$ cat src/rtl/lpc_pkg.sv
package lpc_pkg;

  localparam int ENTRY_W = 12;

  // entry field positions (the decoder depends on them)
  localparam int BAUD_HI = 11;
  localparam int BAUD_LO = 9;
  localparam int OSR_HI  = 8;
  localparam int OSR_LO  = 7;
  localparam int GATE_HI = 6;
  localparam int GATE_LO = 4;
  localparam int VOLT_HI = 3;
  localparam int VOLT_LO = 2;

  localparam logic [2:0] BAUD_TOP_CODE = 3'd5;  // 115200 bit/s
  localparam logic [2:0] GATE_DEEPEST  = 3'd7;
  localparam logic [1:0] VOLT_LOW      = 2'd0;

  typedef struct packed {
    logic [2:0] baud;
    logic [1:0] osr;
    logic [2:0] gate;
    logic [1:0] volt;
  } lpc_action_t;

  localparam lpc_action_t ACT_SAFE = '{baud: 3'd5, osr: 2'd2, gate: 3'd0, volt: 2'd1};

endpackage

$ cat src/rtl/lpc_reset_sync.sv
module lpc_reset_sync #(
  parameter int STAGES = 2
) (
  input  logic clk,
  input  logic rst_n,
  output logic rst_sync_n
);

  logic [STAGES-1:0] sync_q;
  logic [STAGES-1:0] sync_d;

  always_comb begin
    sync_d = {sync_q[STAGES-2:0], 1'b1};
  end

  always_ff @(posedge clk or negedge rst_n) begin
    if (!rst_n) sync_q <= '0;
    else        sync_q <= sync_d;
  end

  assign rst_sync_n = sync_q[STAGES-1];

endmodule

$ cat src/rtl/lpc_activity_monitor.sv
module lpc_activity_monitor #(
  parameter int WIN_CYCLES = 256,
  parameter int UTIL_W     = 4,
  parameter int ERR_W      = 4
) (
  input  logic                      clk,
  input  logic                      rst_n,
  input  logic                      tx_evt,
  input  logic                      rx_evt,
  input  logic                      par_evt,
  input  logic                      frm_evt,
  output logic [UTIL_W+ERR_W-1:0]   state_idx
);

  localparam int WIN_W = (WIN_CYCLES > 2) ? $clog2(WIN_CYCLES) : 1;
  localparam logic [WIN_W-1:0]  WIN_LAST = WIN_W'(WIN_CYCLES - 1);
  localparam logic [UTIL_W:0]   UTIL_MAX = {1'b0, {UTIL_W{1'b1}}};
  localparam logic [ERR_W:0]    ERR_MAX  = {1'b0, {ERR_W{1'b1}}};

  logic [WIN_W-1:0]          win_q, win_d;
  logic [UTIL_W-1:0]         util_q, util_d, util_sat;
  logic [ERR_W-1:0]          err_q, err_d, err_sat;
  logic [UTIL_W+ERR_W-1:0]   idx_q, idx_d;
  logic [UTIL_W:0]           util_sum;
  logic [ERR_W:0]            err_sum;
  logic [1:0]                util_inc, err_inc;
  logic                      win_end;

  always_comb begin
    util_inc = {1'b0, tx_evt} + {1'b0, rx_evt};
    err_inc  = {1'b0, par_evt} + {1'b0, frm_evt};
    util_sum = {1'b0, util_q} + (UTIL_W+1)'(util_inc);
    err_sum  = {1'b0, err_q} + (ERR_W+1)'(err_inc);
    util_sat = (util_sum > UTIL_MAX) ? UTIL_MAX[UTIL_W-1:0] : util_sum[UTIL_W-1:0];
    err_sat  = (err_sum > ERR_MAX) ? ERR_MAX[ERR_W-1:0] : err_sum[ERR_W-1:0];
    win_end  = (win_q == WIN_LAST);

    if (win_end) begin
      win_d  = '0;
      util_d = '0;
      err_d  = '0;
      idx_d  = {util_sat, err_sat};
    end else begin
      win_d  = win_q + 1'b1;
      util_d = util_sat;
      err_d  = err_sat;
      idx_d  = idx_q;
    end
  end

  always_ff @(posedge clk or negedge rst_n) begin
    if (!rst_n) begin
      win_q  <= '0;
      util_q <= '0;
      err_q  <= '0;
      idx_q  <= '0;
    end else begin
      win_q  <= win_d;
      util_q <= util_d;
      err_q  <= err_d;
      idx_q  <= idx_d;
    end
  end

  assign state_idx = idx_q;

endmodule

$ cat src/rtl/lpc_policy_table.sv
module lpc_policy_table #(
  parameter int ADDR_W = 8,
  parameter int DATA_W = 12
) (
  input  logic              clk,
  input  logic              rst_n,
  input  logic              wr_en,
  input  logic [ADDR_W-1:0] wr_addr,
  input  logic [DATA_W-1:0] wr_data,
  input  logic              rd_en,
  input  logic [ADDR_W-1:0] rd_addr,
  output logic [DATA_W-1:0] rd_data
);

  localparam int DEPTH = 1 << ADDR_W;

  logic [DATA_W-1:0] mem [DEPTH];
  logic [DATA_W-1:0] rd_q;

  always_ff @(posedge clk) begin
    if (wr_en) mem[wr_addr] <= wr_data;
  end

  always_ff @(posedge clk or negedge rst_n) begin
    if (!rst_n)     rd_q <= '0;
    else if (rd_en) rd_q <= mem[rd_addr];
  end

  assign rd_data = rd_q;

endmodule

$ cat src/rtl/lpc_action_decode.sv
module lpc_action_decode
  import lpc_pkg::*;
#(
  parameter int UTIL_W   = 4,
  parameter int LOW_UTIL = 3
) (
  input  logic [ENTRY_W-1:0] entry,
  input  logic [UTIL_W-1:0]  util,
  output lpc_action_t        act
);

  localparam logic [UTIL_W:0] LOW_THR = (UTIL_W+1)'(LOW_UTIL);

  logic [2:0] baud_raw;
  logic       low_load;

  always_comb begin
    baud_raw = entry[BAUD_HI:BAUD_LO];
    low_load = ({1'b0, util} < LOW_THR);

    act.baud = (baud_raw > BAUD_TOP_CODE) ? BAUD_TOP_CODE : baud_raw;
    act.osr  = entry[OSR_HI:OSR_LO];
    if (low_load) begin
      act.gate = GATE_DEEPEST;
      act.volt = VOLT_LOW;
    end else begin
      act.gate = entry[GATE_HI:GATE_LO];
      act.volt = entry[VOLT_HI:VOLT_LO];
    end
  end

endmodule

$ cat src/rtl/link_policy_ctrl.sv
module link_policy_ctrl
  import lpc_pkg::*;
#(
  parameter int WIN_CYCLES = 256,
  parameter int UTIL_W     = 4,
  parameter int ERR_W      = 4,
  parameter int LOW_UTIL   = 3
) (
  input  logic                    clk,
  input  logic                    rst_n,
  input  logic                    tx_byte_evt,
  input  logic                    rx_byte_evt,
  input  logic                    parity_err_evt,
  input  logic                    framing_err_evt,
  input  logic                    frame_gap,
  input  logic                    policy_ready,
  input  logic                    tbl_wr_en,
  input  logic [UTIL_W+ERR_W-1:0] tbl_wr_addr,
  input  logic [ENTRY_W-1:0]      tbl_wr_data,
  output logic [2:0]              baud_sel,
  output logic [1:0]              osr_sel,
  output logic [2:0]              gate_depth,
  output logic [1:0]              volt_req,
  output logic                    decision_valid,
  output logic [UTIL_W+ERR_W-1:0] policy_state
);

  localparam int IDX_W = UTIL_W + ERR_W;

  logic              rst_sync_n;
  logic [IDX_W-1:0]  cur_state;
  logic [ENTRY_W-1:0] rd_entry;
  lpc_action_t       dec_act;

  // decision pipeline: capture -> read -> decode -> apply
  logic              cap_v_q, cap_v_d;
  logic [IDX_W-1:0]  cap_idx_q, cap_idx_d;
  logic              rd_v_q, rd_v_d;
  logic [IDX_W-1:0]  rd_idx_q, rd_idx_d;
  logic              dec_v_q, dec_v_d;
  logic [IDX_W-1:0]  dec_idx_q, dec_idx_d;
  lpc_action_t       dec_act_q, dec_act_d;
  lpc_action_t       out_act_q, out_act_d;
  logic              out_v_q, out_v_d;
  logic [IDX_W-1:0]  out_idx_q, out_idx_d;

  lpc_reset_sync #(.STAGES(2)) u_rst_sync (
    .clk        (clk),
    .rst_n      (rst_n),
    .rst_sync_n (rst_sync_n)
  );

  lpc_activity_monitor #(
    .WIN_CYCLES (WIN_CYCLES),
    .UTIL_W     (UTIL_W),
    .ERR_W      (ERR_W)
  ) u_monitor (
    .clk       (clk),
    .rst_n     (rst_sync_n),
    .tx_evt    (tx_byte_evt),
    .rx_evt    (rx_byte_evt),
    .par_evt   (parity_err_evt),
    .frm_evt   (framing_err_evt),
    .state_idx (cur_state)
  );

  lpc_policy_table #(
    .ADDR_W (IDX_W),
    .DATA_W (ENTRY_W)
  ) u_table (
    .clk     (clk),
    .rst_n   (rst_sync_n),
    .wr_en   (tbl_wr_en),
    .wr_addr (tbl_wr_addr),
    .wr_data (tbl_wr_data),
    .rd_en   (cap_v_q),
    .rd_addr (cap_idx_q),
    .rd_data (rd_entry)
  );

  lpc_action_decode #(
    .UTIL_W   (UTIL_W),
    .LOW_UTIL (LOW_UTIL)
  ) u_decode (
    .entry (rd_entry),
    .util  (rd_idx_q[IDX_W-1 -: UTIL_W]),
    .act   (dec_act)
  );

  always_comb begin
    cap_v_d   = frame_gap & policy_ready;
    cap_idx_d = frame_gap ? cur_state : cap_idx_q;

    rd_v_d    = cap_v_q & policy_ready;
    rd_idx_d  = cap_v_q ? cap_idx_q : rd_idx_q;

    dec_v_d   = rd_v_q & policy_ready;
    dec_idx_d = rd_v_q ? rd_idx_q : dec_idx_q;
    dec_act_d = rd_v_q ? dec_act : dec_act_q;

    if (!policy_ready) begin
      out_act_d = ACT_SAFE;
      out_v_d   = 1'b0;
      out_idx_d = '0;
    end else if (dec_v_q) begin
      out_act_d = dec_act_q;
      out_v_d   = 1'b1;
      out_idx_d = dec_idx_q;
    end else begin
      out_act_d = out_act_q;
      out_v_d   = 1'b0;
      out_idx_d = out_idx_q;
    end
  end

  always_ff @(posedge clk or negedge rst_sync_n) begin
    if (!rst_sync_n) begin
      cap_v_q   <= 1'b0;
      cap_idx_q <= '0;
      rd_v_q    <= 1'b0;
      rd_idx_q  <= '0;
      dec_v_q   <= 1'b0;
      dec_idx_q <= '0;
      dec_act_q <= ACT_SAFE;
      out_act_q <= ACT_SAFE;
      out_v_q   <= 1'b0;
      out_idx_q <= '0;
    end else begin
      cap_v_q   <= cap_v_d;
      cap_idx_q <= cap_idx_d;
      rd_v_q    <= rd_v_d;
      rd_idx_q  <= rd_idx_d;
      dec_v_q   <= dec_v_d;
      dec_idx_q <= dec_idx_d;
      dec_act_q <= dec_act_d;
      out_act_q <= out_act_d;
      out_v_q   <= out_v_d;
      out_idx_q <= out_idx_d;
    end
  end

  assign baud_sel       = out_act_q.baud;
  assign osr_sel        = out_act_q.osr;
  assign gate_depth     = out_act_q.gate;
  assign volt_req       = out_act_q.volt;
  assign decision_valid = out_v_q;
  assign policy_state   = out_idx_q;

endmodule

$ cat config.mk
export PLATFORM = sky130hd
export DESIGN_NAME = link_policy_ctrl
export DESIGN_NICKNAME = d
export VERILOG_FILES = /design/src/rtl/lpc_pkg.sv /design/src/rtl/lpc_reset_sync.sv /design/src/rtl/lpc_activity_monitor.sv /design/src/rtl/lpc_policy_table.sv /design/src/rtl/lpc_action_decode.sv /design/src/rtl/link_policy_ctrl.sv
export SDC_FILE = /design/constraint.sdc
export NUM_CORES = 2
export LEC_CHECK = 0
export BUFFER_PORTS_ARGS = -buffer_cell sky130_fd_sc_hd__buf_2
export CORE_MARGIN = 2
export CORE_UTILIZATION = 60
export CTS_BUF_LIST = sky130_fd_sc_hd__clkbuf_2 sky130_fd_sc_hd__clkbuf_4 sky130_fd_sc_hd__clkbuf_8
export DETAILED_ROUTE_END_ITERATION = 6
export GPL_ROUTABILITY_DRIVEN = 0
export HOLD_SLACK_MARGIN = 0.05
export PLACE_DENSITY = 0.79
export SETUP_SLACK_MARGIN = 0.2
export SLEW_MARGIN = 10
export SYNTH_ARGS = -nofsm -noshare
export SYNTH_HDL_FRONTEND = slang
export SYNTH_HIERARCHICAL = 1
export SYNTH_SLANG_ARGS = --single-unit
$ cat constraint.sdc
create_clock -name clk -period 3.58 [get_ports clk]
set_input_delay 0.179 -clock clk [delete_from_list [all_inputs] [get_ports clk]]
set_output_delay 0.179 -clock clk [all_outputs]
set_load 0.02 [all_outputs]
==> impl_results.md <==
- Final setup viols: 0
- Final antenna-violating net count: 0
- Worst Tran Pin Value: 1.163 ns
- Via/cell ratio: 6.661
- CTS Buf Count: 414
- First-pass GRT wire length: 383,100 um
- CP Capture Type: flop
- P&R area growth vs syn: 13.46%
- Gr ovfl total: 0
- Min-delay worst type: in2reg
- Design Area, Final: 117,200 um2
- Initial antenna violation count: 15
- Slew headroom: 0.2245
- Status: complete, but fails checks
- Number of global-route vias before repair: 55,406
- PnR Total Power: 68,950 uW
- Reg2reg setup slack: 0.16 ns
- Slew Limit Fails: 0
- CTS tree: yes
- Worst-path fanout max: 25
- Aggregate global-route resource usage: 0.3068
- Final setup skew: 0.08274 ns
- Leakage power: 0.03888 uW
- Worst vdd ir: 524.6 uV
- Die H: 419.0 um
- DRT Wirelength: 267,100 um
- Rows: 152
- Die area: 175,500 um2
- Max Cap Viol: 0
- Post-DP HPWL: 167,900 um
- Max clock buf depth: 4
- Postcts setup bufs: 0
- Max incr delay on CP: 0.53 ns
- Unrepaired setup endpoints after global routing: yes
- DR vias: 56,055
- CP Capture Point: u_table/rd_data[7]
- Fill count: 10,020
- Final hold vios: 0
- # nets final: 5,839
- Layout cell share with drive strength beyond 1: 0.2826
- Initial core utilization: 0.6030
- Final cell count without fillers: 8,415
- Worst Path Arrival: 4.34 ns
- DRC: 2
- Clock H-tree levels: 5
- Failing checks: DRC
- Crit-path cells: buf_12, buf_12, buf_12, mux4_2, a22o_1, a211oi_1, nor3_1, o2111ai_1, o211ai_1
- DR WL/cell: 31.74 um
- Pre-Repair DR Iteration Count: 7
- Root Buffer: clkbuf_8
- Critical path launch point: cap_idx_q[0]
- Synth Area per Inst: 20.18 um2
- Die W: 419.0 um
- I/O pin cnt: 48
- Upper clock frequency limit: 292.6 MHz
- Worst path slowest cell: mux4_2
- Most numerous cell on the critical path: buf_12
- Most common cell after layout, fill and taps aside: edfxtp_1
- Most frequent cells in the layout: edfxtp_1 (2,560), buf_4 (490), mux4_2 (444)
- Largest net degree at the start of global routing: 132
- R2R depth: 9
- Clock sinks: 2,652
- Initial DRC count: 8,988
- Cell Pwr Density: 588.2 nW/um2
- Core footprint: 171,400 um2
- Synth Instances: 5,119
- CTS clk-pin slew, worst paths: 0.06 ns
- FF-to-FF End: u_table/rd_data[7]
- Fin crit period: 3.418 ns
- Syn_nets: 5,153
- Hold depth: 6
- Crit Reg-Reg Startpoint: cap_idx_q[0]
- Worst skew pair latency: 1.10 ns
- IO buf count: 45
- Worst EP required: 4.50 ns
- Synth warn: 6
- Synth Cell Area: 103,300 um2
- Fin crit share: 0.9546
- Placed cell count: 7,658
- Critical path launch point type: flop
- WS Path Type: reg2reg
- Placed Area: 109,000 um2
registers in the layout, summed over array words and instances, names as in the netlist, 2 cells and up:
name / cells
u_rst_sync/sync_q: 2
u_table/mem: 2560
u_monitor/util_q: 4
u_monitor/err_q: 4
gate_depth: 3
dec_idx_q: 8
volt_req: 2
rd_idx_q: 8
osr_sel: 2
cap_idx_q: 8
u_table/rd_data: 10
u_monitor/win_q: 8
u_monitor/state_idx: 8
baud_sel: 3
policy_state: 8
dec_act_q: 10
how the worst min path moves through the flow:
stage | slack [ns] | to | from
2_1_floorplan | -0.12 | u_rst_sync/sync_q[0] | rst_n
4_1_cts | 0.15 | u_monitor/err_q[1] | parity_err_evt
5_1_grt | 0.23 | u_monitor/err_q[1] | parity_err_evt
3_3_place_gp | -0.04 | u_rst_sync/sync_q[0] | rst_n
3_5_place_dp | -0.03 | u_rst_sync/sync_q[1] | rst_n
6_report | 0.21 | u_monitor/err_q[1] | parity_err_evt
per-layer routing:
layer  wire length, um  share of wire  vias up  track usage
li1                  -              -    22543            -
met3             35550           0.13      768      0.08472
met5                77        0.00029        -            0
met1             93460           0.35    28534       0.4160
met4             14620          0.055       14       0.1514
met2            123300           0.46     4196       0.4647
timing repair:
item	4_1_cts	5_1_grt
endpoints found under the hold margin	2139	0
cloned	0	1
endpoints found under the setup margin	5	10
hold buffers	40	0
gates resized for setup	5	28
report_power, final:
group          internal [uW]  leakage, uW  switching, uW  total, uW
sequential             34300       0.0241            300      34600
combinational           4440       0.0107           5920      10400
clock                  12700      0.00404          11200      24000
total                  51500       0.0389          17500      69000
critical path, delay by kind of cell (launching register included):
family	cells	cell delay, ns
mux	1	0.53
buf+inv	3	0.70
simple gates	1	0.20
compound gates	4	1.27
flops	1	0.52
stage by stage:
step / utilization / setup slack (ns) / hold slack, ns / setup TNS (ns)
3_5_place_dp: 0.6362 / -0.03057 / -0.03310 / -0.03057
3_3_place_gp: 0.6362 / -0.05542 / -0.03580 / -0.05542
5_1_grt: 0.6841 / 0.1641 / 0.2261 / 0
6_report: 0.6841 / 0.1624 / 0.2111 / 0
2_1_floorplan: - / 0.8417 / -0.1166 / 0
4_1_cts: 0.6832 / 0.1348 / 0.1482 / 0
cell type report:
class                   instances  area (um2)  share of cell area
flip-flops and latches       2652       79210              0.6757
multi-input cells            2098       21900              0.1868
clock buffers                 549        6755             0.05763
repair buffers                632        5528             0.04716
well taps                    2310        2890             0.02466
clock inverters               159       897.1            0.007653
inverters                       7       28.78           0.0002455
diodes                          8       20.02           0.0001708
Power figures use the tool's default switching activity.
